==> src/rtl/mbox_pkg.sv <==
package mbox_pkg;

   typedef enum logic [7:0] {
      RC_OK       = 8'h00,
      RC_UNSUP    = 8'h03,
      RC_INTERNAL = 8'h04,
      RC_BAD_LEN  = 8'h16
   } rc_e;

   // One table entry: hit flag, variable-length flag, fixed length.
   typedef struct packed {
      logic        hit;
      logic        var_len;
      logic [15:0] len;
   } tab_ent_t;

   function automatic tab_ent_t tab_lookup(input logic [15:0] opc);
      tab_ent_t e;
      e = '{hit: 1'b1, var_len: 1'b0, len: 16'd0};
      case (opc)
         16'h0100: e.len = 16'd1;
         16'h0101: e.var_len = 1'b1;
         16'h0102: e.len = 16'd0;
         16'h0103: e.len = 16'd4;
         16'h0200: e.len = 16'd0;
         16'h0300: e.len = 16'd0;
         16'h0301: e.len = 16'd8;
         16'h0400: e.len = 16'd0;
         16'h0401: e.len = 16'h18;
         16'h4000: e.len = 16'd0;
         16'h4100: e.len = 16'd0;
         16'h4102: e.len = 16'd0;
         16'h4103: e.var_len = 1'b1;
         default:  e.hit = 1'b0;
      endcase
      return e;
   endfunction

endpackage

==> src/rtl/mbox_cmd_table.sv <==
module mbox_cmd_table #(
   parameter int LEN_W      = 16,
   parameter bit LOOKUP_REG = 1'b1
) (
   input  logic             clk,
   input  logic             rst_n,
   input  logic [15:0]      opcode,
   output logic             hit,
   output logic [LEN_W-1:0] exp_len
);
   import mbox_pkg::*;

   localparam logic [LEN_W-1:0] VAR_MARK = '1;

   tab_ent_t         ent;
   logic             hit_c;
   logic [LEN_W-1:0] len_c;

   always_comb begin
      ent   = tab_lookup(opcode);
      hit_c = ent.hit;
      len_c = ent.var_len ? VAR_MARK : LEN_W'(ent.len);
   end

   generate
      if (LOOKUP_REG) begin : g_reg
         always_ff @(posedge clk or negedge rst_n) begin
            if (!rst_n) begin
               hit     <= 1'b0;
               exp_len <= '0;
            end else begin
               hit     <= hit_c;
               exp_len <= len_c;
            end
         end
      end else begin : g_comb
         assign hit     = hit_c;
         assign exp_len = len_c;
      end
   endgenerate

endmodule

==> src/rtl/mbox_regs.sv <==
module mbox_regs #(
   parameter int LEN_W = 16,
   parameter int RC_W  = 8,
   localparam int CMD_W = LEN_W + 16
) (
   input  logic             clk,
   input  logic             rst_n,
   input  logic             host_we,
   input  logic [CMD_W-1:0] host_wdata,
   input  logic             host_ring,
   input  logic             fin,
   input  logic [LEN_W-1:0] fin_len,
   input  logic [RC_W-1:0]  fin_rc,
   output logic             doorbell,
   output logic [CMD_W-1:0] cmd_q,
   output logic [RC_W-1:0]  status_q
);

   always_ff @(posedge clk or negedge rst_n) begin
      if (!rst_n) begin
         doorbell <= 1'b0;
         cmd_q    <= '0;
         status_q <= '0;
      end else if (fin) begin
         doorbell <= 1'b0;
         cmd_q    <= {fin_len, 16'h0000};
         status_q <= fin_rc;
      end else if (!doorbell) begin
         if (host_we)   cmd_q    <= host_wdata;
         if (host_ring) doorbell <= 1'b1;
      end
   end


   busy_write_ignored_chk: assert property (@(posedge clk) disable iff (!rst_n)
      (doorbell && host_we && !fin) |=> $stable(cmd_q));


   ring_sets_busy_chk: assert property (@(posedge clk) disable iff (!rst_n)
      (!doorbell && host_ring) |=> doorbell);

endmodule

==> src/rtl/mbox_seq.sv <==
module mbox_seq #(
   parameter int LEN_W       = 16,
   parameter int RC_W        = 8,
   parameter int PAYLOAD_MAX = 256
) (
   input  logic             clk,
   input  logic             rst_n,
   input  logic             doorbell,
   input  logic [LEN_W-1:0] cmd_len,
   input  logic             tab_hit,
   input  logic [LEN_W-1:0] tab_exp_len,
   input  logic             hdl_done,
   input  logic [LEN_W-1:0] hdl_out_len,
   input  logic [RC_W-1:0]  hdl_rc,
   output logic             hdl_start,
   output logic             fin,
   output logic [LEN_W-1:0] fin_len,
   output logic [RC_W-1:0]  fin_rc
);
   import mbox_pkg::*;

   localparam logic [LEN_W-1:0] CAP = LEN_W'(PAYLOAD_MAX);

   typedef enum logic [2:0] {S_IDLE, S_LOOK, S_START, S_WAIT, S_DONE} st_e;

   st_e              st;
   logic [LEN_W-1:0] res_len;
   logic [RC_W-1:0]  res_rc;

   always_ff @(posedge clk or negedge rst_n) begin
      if (!rst_n) begin
         st      <= S_IDLE;
         res_len <= '0;
         res_rc  <= '0;
      end else begin
         case (st)
            S_IDLE: if (doorbell) st <= S_LOOK;
            S_LOOK: begin
               if (!tab_hit) begin
                  res_rc  <= RC_W'(RC_UNSUP);
                  res_len <= cmd_len;
                  st      <= S_DONE;
               end else if (cmd_len != tab_exp_len) begin
                  res_rc  <= RC_W'(RC_BAD_LEN);
                  res_len <= cmd_len;
                  st      <= S_DONE;
               end else begin
                  st <= S_START;
               end
            end
            S_START: st <= S_WAIT;
            S_WAIT: if (hdl_done) begin
               if (hdl_out_len > CAP) begin
                  res_len <= CAP;
                  res_rc  <= RC_W'(RC_INTERNAL);
               end else begin
                  res_len <= hdl_out_len;
                  res_rc  <= hdl_rc;
               end
               st <= S_DONE;
            end
            S_DONE:  st <= S_IDLE;
            default: st <= S_IDLE;
         endcase
      end
   end

   assign hdl_start = (st == S_START);
   assign fin       = (st == S_DONE);
   assign fin_len   = res_len;
   assign fin_rc    = res_rc;


   start_single_pulse_chk: assert property (@(posedge clk) disable iff (!rst_n)
      hdl_start |=> !hdl_start);


   start_len_match_chk: assert property (@(posedge clk) disable iff (!rst_n)
      hdl_start |-> (tab_hit && cmd_len == tab_exp_len));


   result_capped_chk: assert property (@(posedge clk) disable iff (!rst_n)
      (st == S_WAIT && hdl_done) |=> (res_len <= CAP));


   busy_during_run_chk: assert property (@(posedge clk) disable iff (!rst_n)
      (st != S_IDLE) |-> doorbell);

endmodule

==> src/rtl/mbox_dispatch.sv <==
module mbox_dispatch #(
   parameter int LEN_W       = 16,
   parameter int RC_W        = 8,
   parameter int PAYLOAD_MAX = 256,
   parameter bit LOOKUP_REG  = 1'b1,
   localparam int CMD_W = LEN_W + 16
) (
   input  logic             clk,
   input  logic             rst_n,
   input  logic             host_cmd_we,
   input  logic [CMD_W-1:0] host_cmd_wdata,
   input  logic             host_ring,
   output logic             busy,
   output logic [CMD_W-1:0] cmd_rdata,
   output logic [RC_W-1:0]  status_rdata,
   output logic             hdl_start,
   output logic [15:0]      hdl_opcode,
   output logic [LEN_W-1:0] hdl_in_len,
   input  logic             hdl_done,
   input  logic [LEN_W-1:0] hdl_out_len,
   input  logic [RC_W-1:0]  hdl_rc
);
   import mbox_pkg::*;

   generate
      if (LEN_W < 8)  begin : g_bad_len $error("LEN_W too small for table"); end
      if (RC_W < 5)   begin : g_bad_rc  $error("RC_W cannot hold return codes"); end
      if (PAYLOAD_MAX < 1 || PAYLOAD_MAX >= (2**LEN_W) - 1) begin : g_bad_cap
         $error("PAYLOAD_MAX out of range for LEN_W");
      end
   endgenerate

   logic             doorbell;
   logic [CMD_W-1:0] cmd_q;
   logic             tab_hit;
   logic [LEN_W-1:0] tab_exp_len;
   logic             fin;
   logic [LEN_W-1:0] fin_len;
   logic [RC_W-1:0]  fin_rc;

   mbox_regs #(.LEN_W(LEN_W), .RC_W(RC_W)) u_regs (
      .clk(clk), .rst_n(rst_n),
      .host_we(host_cmd_we), .host_wdata(host_cmd_wdata), .host_ring(host_ring),
      .fin(fin), .fin_len(fin_len), .fin_rc(fin_rc),
      .doorbell(doorbell), .cmd_q(cmd_q), .status_q(status_rdata)
   );

   mbox_cmd_table #(.LEN_W(LEN_W), .LOOKUP_REG(LOOKUP_REG)) u_table (
      .clk(clk), .rst_n(rst_n), .opcode(cmd_q[15:0]),
      .hit(tab_hit), .exp_len(tab_exp_len)
   );

   mbox_seq #(.LEN_W(LEN_W), .RC_W(RC_W), .PAYLOAD_MAX(PAYLOAD_MAX)) u_seq (
      .clk(clk), .rst_n(rst_n), .doorbell(doorbell),
      .cmd_len(cmd_q[CMD_W-1:16]), .tab_hit(tab_hit), .tab_exp_len(tab_exp_len),
      .hdl_done(hdl_done), .hdl_out_len(hdl_out_len), .hdl_rc(hdl_rc),
      .hdl_start(hdl_start), .fin(fin), .fin_len(fin_len), .fin_rc(fin_rc)
   );

   assign busy       = doorbell;
   assign cmd_rdata  = cmd_q;
   assign hdl_opcode = cmd_q[15:0];
   assign hdl_in_len = cmd_q[CMD_W-1:16];


   unsup_code_chk: assert property (@(posedge clk) disable iff (!rst_n)
      (fin && !tab_hit) |-> (fin_rc == RC_W'(RC_UNSUP)));


   busy_fall_on_fin_chk: assert property (@(posedge clk) disable iff (!rst_n)
      $fell(doorbell) |-> $past(fin));


   fin_clears_opcode_chk: assert property (@(posedge clk) disable iff (!rst_n)
      fin |=> (cmd_q[15:0] == 16'h0000 && !doorbell));

endmodule

==> config.mk <==
export PLATFORM = sky130hd
export DESIGN_NAME = mbox_dispatch
export DESIGN_NICKNAME = d
export VERILOG_FILES = /design/src/rtl/mbox_pkg.sv /design/src/rtl/mbox_cmd_table.sv /design/src/rtl/mbox_regs.sv /design/src/rtl/mbox_seq.sv /design/src/rtl/mbox_dispatch.sv
export SDC_FILE = /design/constraint.sdc
export NUM_CORES = 1
export LEC_CHECK = 0
export BUFFER_PORTS_ARGS = -buffer_cell sky130_fd_sc_hd__buf_2
export CAP_MARGIN = 20
export CORE_MARGIN = 3
export CORE_UTILIZATION = 39
export CTS_BUF_LIST = sky130_fd_sc_hd__clkbuf_4
export DETAILED_ROUTE_END_ITERATION = 7
export PLACE_DENSITY = 0.75
export SLEW_MARGIN = 20
export SYNTH_ARGS = -nofsm -noshare
export SYNTH_HDL_FRONTEND = slang
export SYNTH_SLANG_ARGS = --single-unit
==> constraint.sdc <==
create_clock -name clk -period 3.9 [get_ports clk]
set_input_delay 0.585 -clock clk [delete_from_list [all_inputs] [get_ports clk]]
set_output_delay 0.585 -clock clk [all_outputs]
set_load 0.02 [all_outputs]
=== Word-level counts from Yosys, hierarchy flattened ===
Index checks and enable logic that the tools add are counted.

* Register bits after elaboration: 85
* Bits in latches: 0
* RAM bits: 0
* Memory bits (read-only): 0
* Input bits: 61
* Output and inout bits: 74
* Word-level logic and storage cells: 64
* Memories: 0

* $add $sub $neg: 0
* Multipliers: 0
* Div/mod/pow operators: 0
* Order comparisons: 1
* Eq/ne operators: 22
* Shift-type cells: 0
* Muxes and demuxes: 25
* Bitwise gates (word level): 0
* Reductions and logical operators: 8

{| class="wikitable"
|+ Operators by type and width
! kind !! count
|-
| $mux W32 || 3
|-
| $mux W16 || 5
|-
| $eq A16 B15 Y1 const B || 4
|-
| $eq A16 B9 Y1 const B || 4
|-
| $eq A16 B10 Y1 const B || 3
|-
| $eq A16 B11 Y1 const B || 2
|-
| $mux W8 || 4
|-
| $pmux W16 S2 || 1
|-
| $pmux W5 S4 || 1
|-
| $gt A16 B9 Y1 const B || 1
|-
| $ne A16 B16 Y1 || 1
|-
| $pmux W8 S2 || 1
|-
| $reduce_or A13 Y1 || 1
|-
| $mux W3 || 4
|-
| $pmux W3 S4 || 1
|-
| $eq A3 B2 Y1 const B || 2
|-
| $ne A2 B2 Y1 const B || 3
|-
| $mux W1 || 5
|-
| $reduce_and A2 Y1 || 2
|-
| $reduce_bool A2 Y1 || 2
|-
| $eq A3 B1 Y1 const B || 1
|-
| $eq A3 B3 Y1 const B || 1
|-
| $logic_not A3 Y1 || 1
|-
| $ne A3 B2 Y1 const B || 1
|-
| other kinds (2) || 2
|}

=== Depth between registers and ports, before layout ===
Gate-level depths: netlist of the first run.

* Depth in word-level cells: 4
* Mapped depth: 6
* Gate-level depth less buffers: 5

=== Cells and area by module ===
A second synthesis of the first run with hierarchy kept.

* Cell total of the unflattened synthesis: 401
* Area, all modules: 3,957.5 um2

{| class="wikitable"
|+ Modules (own cells, without submodules)
! module !! times used !! cells each !! area an instance (um2) !! sequential area each (um2)
|-
| mbox_regs || 1 || 161 || 1,732.9 || 1,026.0
|-
| mbox_seq || 1 || 158 || 1,536.5 || 675.6
|-
| mbox_cmd_table || 1 || 50 || 447.9 || 150.1
|-
| mbox_dispatch || 1 || 32 || 240.2 || 0.0
|}

=== Least setup slack after synthesis of the first run ===
OpenSTA, ideal clock, no wires.

* Path type: reg2reg
* Start: register u_regs.cmd_q[21]
* End: register u_seq.res_len[4] (netlist: u_seq.fin_len[4])
* Setup time: 0.127 ns
* Arrival time: 2.056 ns
* Data required time: 3.773 ns
* Setup slack: 1.716 ns
* Cell stages (with the launch flop): 7
* Path buffers: 1
* Period minus slack after synthesis: 2.184 ns
* Cells stage by stage: dfrtp_1 -> or4_1 -> mux2i_1 -> o2111ai_2 -> a21boi_4 -> buf_6 -> mux2_1

* Word-level cells in the longest chain between the ends: 3

{| class="wikitable"
|+ RTL lines
! what !! line !! source
|-
| from (decl) || mbox_regs.sv:15 || <nowiki>output logic [CMD_W-1:0] cmd_q,</nowiki>
|-
| from (signal assigned) || mbox_regs.sv:26 || <nowiki>cmd_q <= {fin_len, 16'h0000};</nowiki>
|-
| from (signal assigned) || mbox_regs.sv:29 || <nowiki>if (host_we) cmd_q <= host_wdata;</nowiki>
|-
| $ne A16 B16 Y1 || mbox_seq.sv:43 || <nowiki>end else if (cmd_len != tab_exp_len) begin</nowiki>
|-
| $ne A3 B2 Y1 (no source line) || -- ||
|-
| $reduce_and A3 Y1 (no source line) || -- ||
|-
| to (signal assigned) || mbox_seq.sv:41 || <nowiki>res_len <= cmd_len;</nowiki>
|-
| to (signal assigned) || mbox_seq.sv:45 || <nowiki>res_len <= cmd_len;</nowiki>
|-
| to (signal assigned) || mbox_seq.sv:57 || <nowiki>res_len <= hdl_out_len;</nowiki>
|-
| to (decl) || mbox_seq.sv:27 || <nowiki>logic [LEN_W-1:0] res_len;</nowiki>
|}

No other way between the ends.
A chain may end at the register's enable or synchronous reset.

=== Worst setup path in the final report of the first run ===
* Start: register u_regs.cmd_q[21]
* End: register u_seq.res_len[0] (netlist: u_seq.fin_len[0])

The elaborated chain is that of the path after synthesis.

==> results of run 1 <==
[registers in the layout (all words and copies together), names as in the netlist]
name	cells
u_seq.fin_len	16
u_regs.cmd_q	32
u_table.hit	1
u_regs.doorbell	1
u_seq.fin_rc	8
u_table.exp_len	5
u_seq.st	3
u_regs.status_q	8
[metrics by stage]
stage | power [mW] | utilization, % | std cells | setup slack [ps]
5_1_grt | 3.52 | 48.2 | 576 | 1280
2_1_floorplan | 2.47 | - | 368 | 1720
3_3_place_gp | 2.75 | 46.6 | 559 | 1470
4_1_cts | 3.30 | 48.2 | 575 | 1410
3_5_place_dp | 2.81 | 46.6 | 559 | 1430
6_report | 3.27 | 48.2 | 576 | 1420
[routing by layer]
layer  global-route usage (%)  part of all wire, %  up-vias
li1                         -                    -     1435
met1                     21.8                   41     1409
met2                     27.5                   46      134
met3                     6.50                  8.8       26
met4                     7.97                  3.6        2
met5                        0                 0.14        -
[cells in the final DEF, fill, tap and decap left out, types with 2 or more instances in the layout]
cell type,n
nor4_1,6
nand2_1,74
nor2b_1,2
inv_1,6
and2_1,3
nor3_1,7
o21ai_0,24
mux2_2,13
o22ai_1,2
nand4_1,5
clkbuf_4,9
a221o_1,2
a21oi_1,22
dfrtp_1,74
a22o_2,3
xor2_1,3
nand2b_1,2
buf_4,3
nor2_1,11
inv_6,2
buf_2,133
xnor2_1,3
a22o_1,8
clkinv_4,2
nand3_1,4
mux2_1,5
mux2i_1,18
[area by class of cell]
cell class,count,area (µm²),share of cell area (%)
Timing Repair Buffer,136,688,16.0
Clock inverter,7,76.3,1.77
Sequential cell,74,1850,43.0
Antenna cell,1,2.50,0.0581
Tap cell,108,135,3.14
Multi-Input combinational cell,235,1460,34.0
Inverter,6,22.5,0.523
Clock buffer,9,67.6,1.57
[logic make-up (layout without fill, tap and decap cells)]
logic type,after synthesis,after routing,share of synthesized area [%]
XOR/XNOR,6,6,1.44
AO/OA/AOI/OAI,70,70,12.6
buffers and inverters,59,158,9.84
AND/OR/NAND/NOR,123,123,15.1
flip-flops,74,74,50.6
multiplexers,36,36,10.5
other,0,1,0
[final timing paths]
kind,start,endpoint,slack [ps],cells past startpoint
worst max-delay path,u_regs.cmd_q[21],u_seq.fin_len[0],1420,5
worst min-delay path,rst_n,u_regs.doorbell,300,1
worst max register to register,u_regs.cmd_q[21],u_seq.fin_len[0],1420,5
worst min register to register,u_seq.fin_len[1],u_regs.cmd_q[17],500,2
max in group asynchronous,rst_n,u_seq.fin_len[1],3000,1
min in group clk,host_cmd_wdata[9],u_regs.cmd_q[9],380,3
[power groups by stage]
stage                     logic [mW]  registers, mW  clock network (mW)
after detailed placement        1.48           1.32                   0
final                           1.46           1.31               0.492
after floorplan                 1.07           1.40                   0
after global placement          1.45           1.30                   0
after global routing            1.61           1.36               0.547
after CTS                       1.49           1.31               0.510
==> results.yml, run 1 <==
run_status:
  status: "completed"
detailed_routing:
  routed_wl_um: 9120
  drtIter0Drc: 107
  drc: 0
  drt_pass1_iterations: 4
  drt-vias-per-instance: 5.22
  vias: 3006
  ant_nets: 0
  wl_per_cell_um: 15.8
cells_and_area:
  fillerInstances: 837
  area_delta_synth_final_pct: 17.6
  fin_area_um2: 4310
  nNetsFinal: 523
  drive_above_1_share_pct: 37.5
logic_synthesis:
  syn_area_um2: 3660
  syn_area_per_cell_um2: 9.95
  synth_seq_area_share_pct: 50.6
  synth_warnings: 0
  synth_top_flop_cell: "dfrtp_1"
  synthTopCellsByArea: "dfrtp_1, nand2_1, buf_4"
  synth_fp_nets: 429
  postSynth.asyncResetShare_pct: 100
  synth_cells: 368
  ys_ff_latch: 74
  synth_edf_count: 0
  yosysTopAreaCellShare_pct: 50.6
  yosysTopAreaCell: "dfrtp_1"
  ys_types: 42
  synth_common_cells: "dfrtp_1, nand2_1, buf_4"
floorplan:
  fp-row-count: 34
  initial_core_util_pct: 41.0
  num_io_pins: 135
  dieWidth_um: 103
  fp.coreArea_um2: 8930
  dieArea_um2: 10600
  dieHeight_um: 103
flow_run:
  drv_cap: 0
power_and_ir_drop:
  leakage_nw: 2.13
  p_sw_share_pct: 45.2
  seqPwrFrac_pct: 40.1
  clock_power_share_pct: 15.1
  p_switching_mw: 1.48
  ir_worst_vdd_mv: 0.295
  pwr-share-comb_pct: 44.9
  power_density_nw_per_um2: 758
  p_int_mw: 1.79
global_routing:
  antenna_found_initial: 2
  grt_pass1_wl_um: 14300
  grt_pass1_vias: 2920
  globalRouteOverflowTotal: 0
  grt_max_degree: 75
  grt_use_total_pct: 17.6
timing:
  hold_viol_final: 0
  fmaxAchievable_ghz: 0.404
  finalCritPeriodShare_pct: 63.5
  grt_setup_unrepaired: "false"
  skew_ps: 16.5
  finalSetupViolations: 0
  finalCriticalPeriod_ps: 2480
  relSlewSlack_pct: 33.4
  drv_slew: 0
  max_slew.worst_pin.slew_ps: 997
  hold_slack_ps: 297
  setup_tns_ps: 0
worst_setup_path:
  critPathCaptureType: "flop"
  cp_data_arrival_time_ps: 2770
  crit_chain: "or4_1 > mux2i_1 > o2111ai_2 > a21boi_4 > mux2_2"
  crit_fanout: 24
  crit_path_start_kind: "flop"
  crit_family: "compound AO/OA/AOI/OAI gates"
  crit_type: "flop to flop"
  path_buf_inv: 0
  required_ps: 4200
  critPathSlowestCell: "a21boi_4"
  slowest_delay_ps: 640
clock_tree:
  cts_tree: "yes"
  clockBufferDepth: 2
  clkTransAtPathRegs_ps: 130
  cts_setup_buffers: 0
  cts_buffers: 9
  htreeDepth: 3
  hold_buffers: 0
  cts-resized-gates: 0
  clk_latency_ps: 410
  cts-root-buf: "clkbuf_4"
  cts_sinks: 74
placed_design:
  dp_hpwl_um: 6720
  gp_congestion: 0.915
  io_buffer_count: 134
  placed_area_um2: 4160
hold_path:
  hp-class: "input pin to async pin"
No activity file was read; power rests on OpenSTA's default activity.
==> run 2: changes to the inputs <==
--- a/config.mk
+++ b/config.mk
@@ -11,7 +11,7 @@
 export CORE_UTILIZATION = 39
 export CTS_BUF_LIST = sky130_fd_sc_hd__clkbuf_4
 export DETAILED_ROUTE_END_ITERATION = 7
-export PLACE_DENSITY = 0.75
+export PLACE_DENSITY = 0.77
 export SLEW_MARGIN = 20
 export SYNTH_ARGS = -nofsm -noshare
 export SYNTH_HDL_FRONTEND = slang
==> constraint.sdc (replaced) <==
create_clock -name clk -period 2 [get_ports clk]
set_input_delay 0.3 -clock clk [delete_from_list [all_inputs] [get_ports clk]]
set_output_delay 0.3 -clock clk [all_outputs]
set_load 0.02 [all_outputs]
==> results.yml, run 2 (synthesis gave the netlist of run 1 again) <==
global_routing:
  antenna_found_initial: 0
  grt_util_met1_pct: 23.6
  grt_use_met3_pct: 5.35
  grt_pass1_wl_um: 14700
  globalRouteOverflowTotal: 0
  grt_use_met2_pct: 29.3
  grt_pass1_vias: 2983
  grt_max_degree: 41
  grt_use_total_pct: 18.1
  busiest_layer: "met2"
floorplan:
  dieWidth_um: 103
  dieHeight_um: 103
  initial_core_util_pct: 41.0
  dieArea_um2: 10600
  fp.coreArea_um2: 8930
  num_io_pins: 135
  fp-row-count: 34
cells_and_area:
  area_delta_synth_final_pct: 25.3
  largest_reg_flops: 32
  fin_area_um2: 4590
  layout_common_cells: "buf_2, nand2_1, dfrtp_1"
  final_common_cell: "buf_2"
  drive_above_1_share_pct: 40.8
  fin_cells: 598
  largest_register: "u_regs.cmd_q"
  nNetsFinal: 546
  n_antenna_cell: 0
placed_design:
  dp.cells: 578
  io_buffer_count: 134
  dp_hpwl_um: 6940
  gp_congestion: 0.831
  placed_area_um2: 4330
worst_setup_path:
  critPathCaptureType: "flop"
  crit_fanout: 10
  crit_family: "simple AND/OR/NAND/NOR gates"
  cp_data_arrival_time_ps: 2350
  slowest_delay_ps: 520
  crit_path_start_kind: "flop"
  path_buf_inv: 1
  required_ps: 2310
  crit_chain: "or4_4 > mux2i_1 > o2111ai_2 > a21boi_4 > buf_12 > mux2_2"
  crit_type: "flop to flop"
  critPathSlowestCell: "or4_4"
detailed_routing:
  ant_nets: 0
  drtIter0Drc: 131
  drt-vias-per-instance: 5.21
  wl_per_cell_um: 15.7
  drt_pass1_iterations: 4
  vias: 3115
  drc: 0
  routed_wl_um: 9410
timing:
  drv_slew: 0
  setup_ws_ps: -41.0
  finalCritPeriodShare_pct: 102
  max_slew.worst_pin.slew_ps: 647
  relSlewSlack_pct: 56.8
  finalCriticalPeriod_ps: 2040
  finalSetupViolations: 10
  skew_ps: 12.7
  grt_setup_unrepaired: "true"
  hold_slack_ps: 94.1
  fmaxAchievable_ghz: 0.490
  hold_viol_final: 0
run_status:
  violations: "setup timing"
  status: "complete, but fails checks"
clock_tree:
  clkTransAtPathRegs_ps: 130
  clockBufferDepth: 2
  cts_buffers: 9
  cts_tree: "yes"
  htreeDepth: 3
  clk_latency_ps: 420
  cts-root-buf: "clkbuf_4"
  cts_sinks: 74
power_and_ir_drop:
  power_density_nw_per_um2: 1520
  ir_worst_vdd_mv: 0.806
  leakage_nw: 2.29
hold_path:
  hp-class: "input pin to flop"
flow_run:
  drv_cap: 0
[run 2: changes by cell type in the layout (fill, tap and decap cells not counted), moves of 2 or more]
cell,previous run,this run
buf_12,0,3
bufinv_16,1,3
a22o_4,0,2
a22o_2,3,1
inv_6,2,0
buf_4,3,21
[run 2: cell type report]
cell class              count  area [µm²]
well taps                 108         135
clock inverters             6         115
fillers                   829        4350
multi-input cells         236        1490
repair buffers            158         893
flip-flops and latches     74        1850
inverters                   6        22.5
clock buffers              10        75.1
[run 2: stage by stage]
stage               setup WS [ps]  total power, mW  util (%)  TNS (ps)
floorplan                    -106             4.83         -      -546
global placement             10.1             5.58      48.5         0
detailed placement          -31.3             5.68      48.5      -141
CTS                         -43.8             6.93      50.9      -326
global route                 -157             7.46      51.4     -2130
finish                      -41.0             6.98      51.4      -260
[run 2: what timing repair did]
item | 4_1_cts | 5_1_grt
endpoints found under the setup margin | 10 | 24
hold buffers | 1 | 0
pin swaps | 0 | 8
buffers inserted | 1 | 1
cloned | 1 | 0
endpoints found under the hold margin | 38 | 0
gates resized for setup | 2 | 6
[run 2: worst paths after layout]
check                                     from  slack (ps)                to  cells past startpoint
setup / recovery           u_table.exp_len[14]         -40  u_seq.fin_len[2]                      6
hold / removal              host_cmd_wdata[15]          90  u_regs.cmd_q[15]                      3
setup reg to reg           u_table.exp_len[14]         -40  u_seq.fin_len[2]                      6
hold reg to reg               u_seq.fin_len[8]         490  u_regs.cmd_q[24]                      2
max in group asynchronous                rst_n         970       u_seq.st[1]                      3
min in group asynchronous                rst_n         380  u_seq.fin_len[5]                      2
[run 2: worst register-to-register path, stage by stage (launching register included)]
cell and delay, ps:
dfrtp_1 410, or4_4 530, mux2i_1 160, o2111ai_2 170, a21boi_4 200, buf_12 150, mux2_2 330
[run 2: where the power goes]
| group | internal, mW | total (mW) | switching [mW] | leakage, nW |
|---|---|---|---|---|
| Clock | 0.651 | 1.21 | 0.557 | 0.0968 |
| Sequential | 1.99 | 2.51 | 0.523 | 0.944 |
| Combinational | 1.39 | 3.26 | 1.87 | 1.25 |
| Total | 4.03 | 6.98 | 2.95 | 2.29 |
[run 2: routing by layer]
| layer | routed length, µm | vias to the layer above | share of wire [%] |
|---|---|---|---|
| met1 | 4090 | 1488 | 43 |
| li1 | - | 1479 | - |
| met5 | 0 | - | 0 |
| met4 | 121 | 0 | 1.3 |
| met3 | 668 | 15 | 7.1 |
| met2 | 4530 | 133 | 48 |
==> run 3: changes to the inputs <==
--- a/config.mk
+++ b/config.mk
@@ -5,13 +5,13 @@
 export SDC_FILE = /design/constraint.sdc
 export NUM_CORES = 1
 export LEC_CHECK = 0
-export BUFFER_PORTS_ARGS = -buffer_cell sky130_fd_sc_hd__buf_2
 export CAP_MARGIN = 20
 export CORE_MARGIN = 3
 export CORE_UTILIZATION = 39
 export CTS_BUF_LIST = sky130_fd_sc_hd__clkbuf_4
 export DETAILED_ROUTE_END_ITERATION = 7
-export PLACE_DENSITY = 0.77
+export DONT_BUFFER_PORTS = 1
+export PLACE_DENSITY = 0.64
 export SLEW_MARGIN = 20
 export SYNTH_ARGS = -nofsm -noshare
 export SYNTH_HDL_FRONTEND = slang
==> constraint.sdc (replaced) <==
create_clock -name clk -period 2 [get_ports clk]
set_input_delay 0.3 -clock clk [delete_from_list [all_inputs] [get_ports clk]]
set_output_delay 0.3 -clock clk [all_outputs]
set_load 0.01 [all_outputs]
==> results.yml, run 3 (synthesis gave the netlist of run 1 again) <==
run_status:
  status: "complete, but fails checks"
  violations: "setup timing"
cells_and_area:
  area_delta_synth_final_pct: 15.4
  drive_above_1_share_pct: 20.0
  n_antenna_cell: 0
  largest_register: "u_regs.cmd_q"
  fin_cells: 493
  nNetsFinal: 441
  layout_common_cells: "nand2_1, dfrtp_1, buf_4"
  largest_reg_flops: 32
power_and_ir_drop:
  power_density_nw_per_um2: 1480
  ir_worst_vdd_mv: 0.524
  leakage_nw: 1.87
timing:
  grt_setup_unrepaired: "true"
  skew_ps: 16.6
  setup_ws_ps: -83.1
  fmaxAchievable_ghz: 0.480
  hold_viol_final: 0
  finalCritPeriodShare_pct: 104
  relSlewSlack_pct: 57.0
  finalSetupViolations: 15
  drv_slew: 0
  max_slew.worst_pin.slew_ps: 644
  finalCriticalPeriod_ps: 2080
global_routing:
  antenna_found_initial: 0
  grt_max_degree: 75
  grt_use_total_pct: 16.8
  grt_pass1_vias: 2725
  grt_pass1_wl_um: 13600
  globalRouteOverflowTotal: 0
placed_design:
  gp_congestion: 0.820
  dp.cells: 453
  io_buffer_count: 0
  dp_slack_ps: -82.5
  dp_hpwl_um: 6090
detailed_routing:
  wl_per_cell_um: 18.2
  drt-vias-per-instance: 5.48
  drtIter0Drc: 111
  drc: 0
  vias: 2700
  routed_wl_um: 8970
  drt_pass1_iterations: 4
  ant_nets: 0
clock_tree:
  clk_latency_ps: 410
  cts_buffers: 9
  cts-root-buf: "clkbuf_4"
  cts_sinks: 74
  htreeDepth: 3
  clkTransAtPathRegs_ps: 130
  clockBufferDepth: 2
  cts_tree: "yes"
worst_setup_path:
  r2r_slack_ps: -80
  reg2reg_to: "u_seq.fin_len[5]"
  rr_startpoint: "u_table.exp_len[14]"
  crit_fanout: 8
  cp_data_arrival_time_ps: 2380
  crit_type: "flop to flop"
  required_ps: 2290
  critPathCaptureType: "flop"
  reg2regPathDepth: 6
  crit_path_start_kind: "flop"
floorplan:
  dieWidth_um: 103
  num_io_pins: 135
  initial_core_util_pct: 41.0
  dieArea_um2: 10600
  fp.coreArea_um2: 8930
  dieHeight_um: 103
  fp-row-count: 34
flow_run:
  drv_cap: 0
hold_path:
  min_to: "u_seq.fin_rc[6]"
  hp-class: "input pin to flop"
  hold_start: "hdl_rc[6]"
  hold_depth: 1
-- run 3: worst max-delay path by stage --
stage	start	endpoint	slack [ps]	depth (start not counted)
finish	u_table.exp_len[14]	u_seq.fin_len[5]	-80	6
global route	u_table.exp_len[14]	u_seq.fin_len[5]	-160	6
global placement	u_table.exp_len[14]	u_seq.fin_rc[2]	-10	6
detailed placement	u_table.exp_len[14]	u_seq.fin_len[3]	-80	6
floorplan	u_regs.cmd_q[21]	u_seq.fin_len[4]	-80	6
CTS	u_table.exp_len[14]	u_seq.fin_len[1]	-90	6
-- run 3: area by class of cell --
cell class | count | area, µm²
Multi-Input combinational cell | 236 | 1520
Fill cell | 834 | 4710
Timing Repair Buffer | 53 | 534
Tap cell | 108 | 135
Sequential cell | 74 | 1850
Clock inverter | 7 | 92.6
Inverter | 6 | 22.5
Clock buffer | 9 | 67.6
-- run 3: critical path: stages (launching register included) --
cell and delay (ps):
dfrtp_1 400, or4_1 520, mux2i_1 190, o2111ai_2 180, a21boi_4 220, buf_12 160, mux2_4 300
-- run 3: report_power, final --
| part | internal [mW] | switching [mW] | leakage (nW) | total (mW) |
|---|---|---|---|---|
| Clock | 0.505 | 0.544 | 0.0800 | 1.05 |
| Combinational | 1.30 | 1.36 | 0.842 | 2.65 |
| Sequential | 1.99 | 0.581 | 0.945 | 2.57 |
-- run 3: routing by layer --
layer	part of all wire (%)	wire length, µm	GRT usage [%]	vias to the layer above
li1	-	-	-	1265
met1	42	3740	21.1	1314
met2	49	4380	27.2	113
met3	8.5	766	6.16	8
met4	0.89	80	4.68	0
met5	0	0	0	-
-- run 3: stage by stage --
stage | hold WS, ps | total power [mW] | utilization, % | instance area (µm²) | setup TNS [ps]
floorplan | 4.41 | 4.42 | - | 3660 | -421
global placement | 7.46 | 4.85 | 41.9 | 3750 | -24.8
detailed placement | 7.74 | 4.94 | 41.9 | 3750 | -900
CTS | 2.51 | 6.14 | 46.5 | 4150 | -1110
global route | 4.14 | 6.72 | 47.3 | 4230 | -2640
finish | 28.5 | 6.27 | 47.3 | 4230 | -859
-- run 3: timing repair --
item | 4_1_cts | 5_1_grt
pin swaps | 4 | 2
setup endpoints to repair | 23 | 25
gates resized for setup | 5 | 8
cloned | 1 | 0
hold buffers | 19 | 2
hold endpoints to repair | 91 | 2
setup buffers | 0 | 2
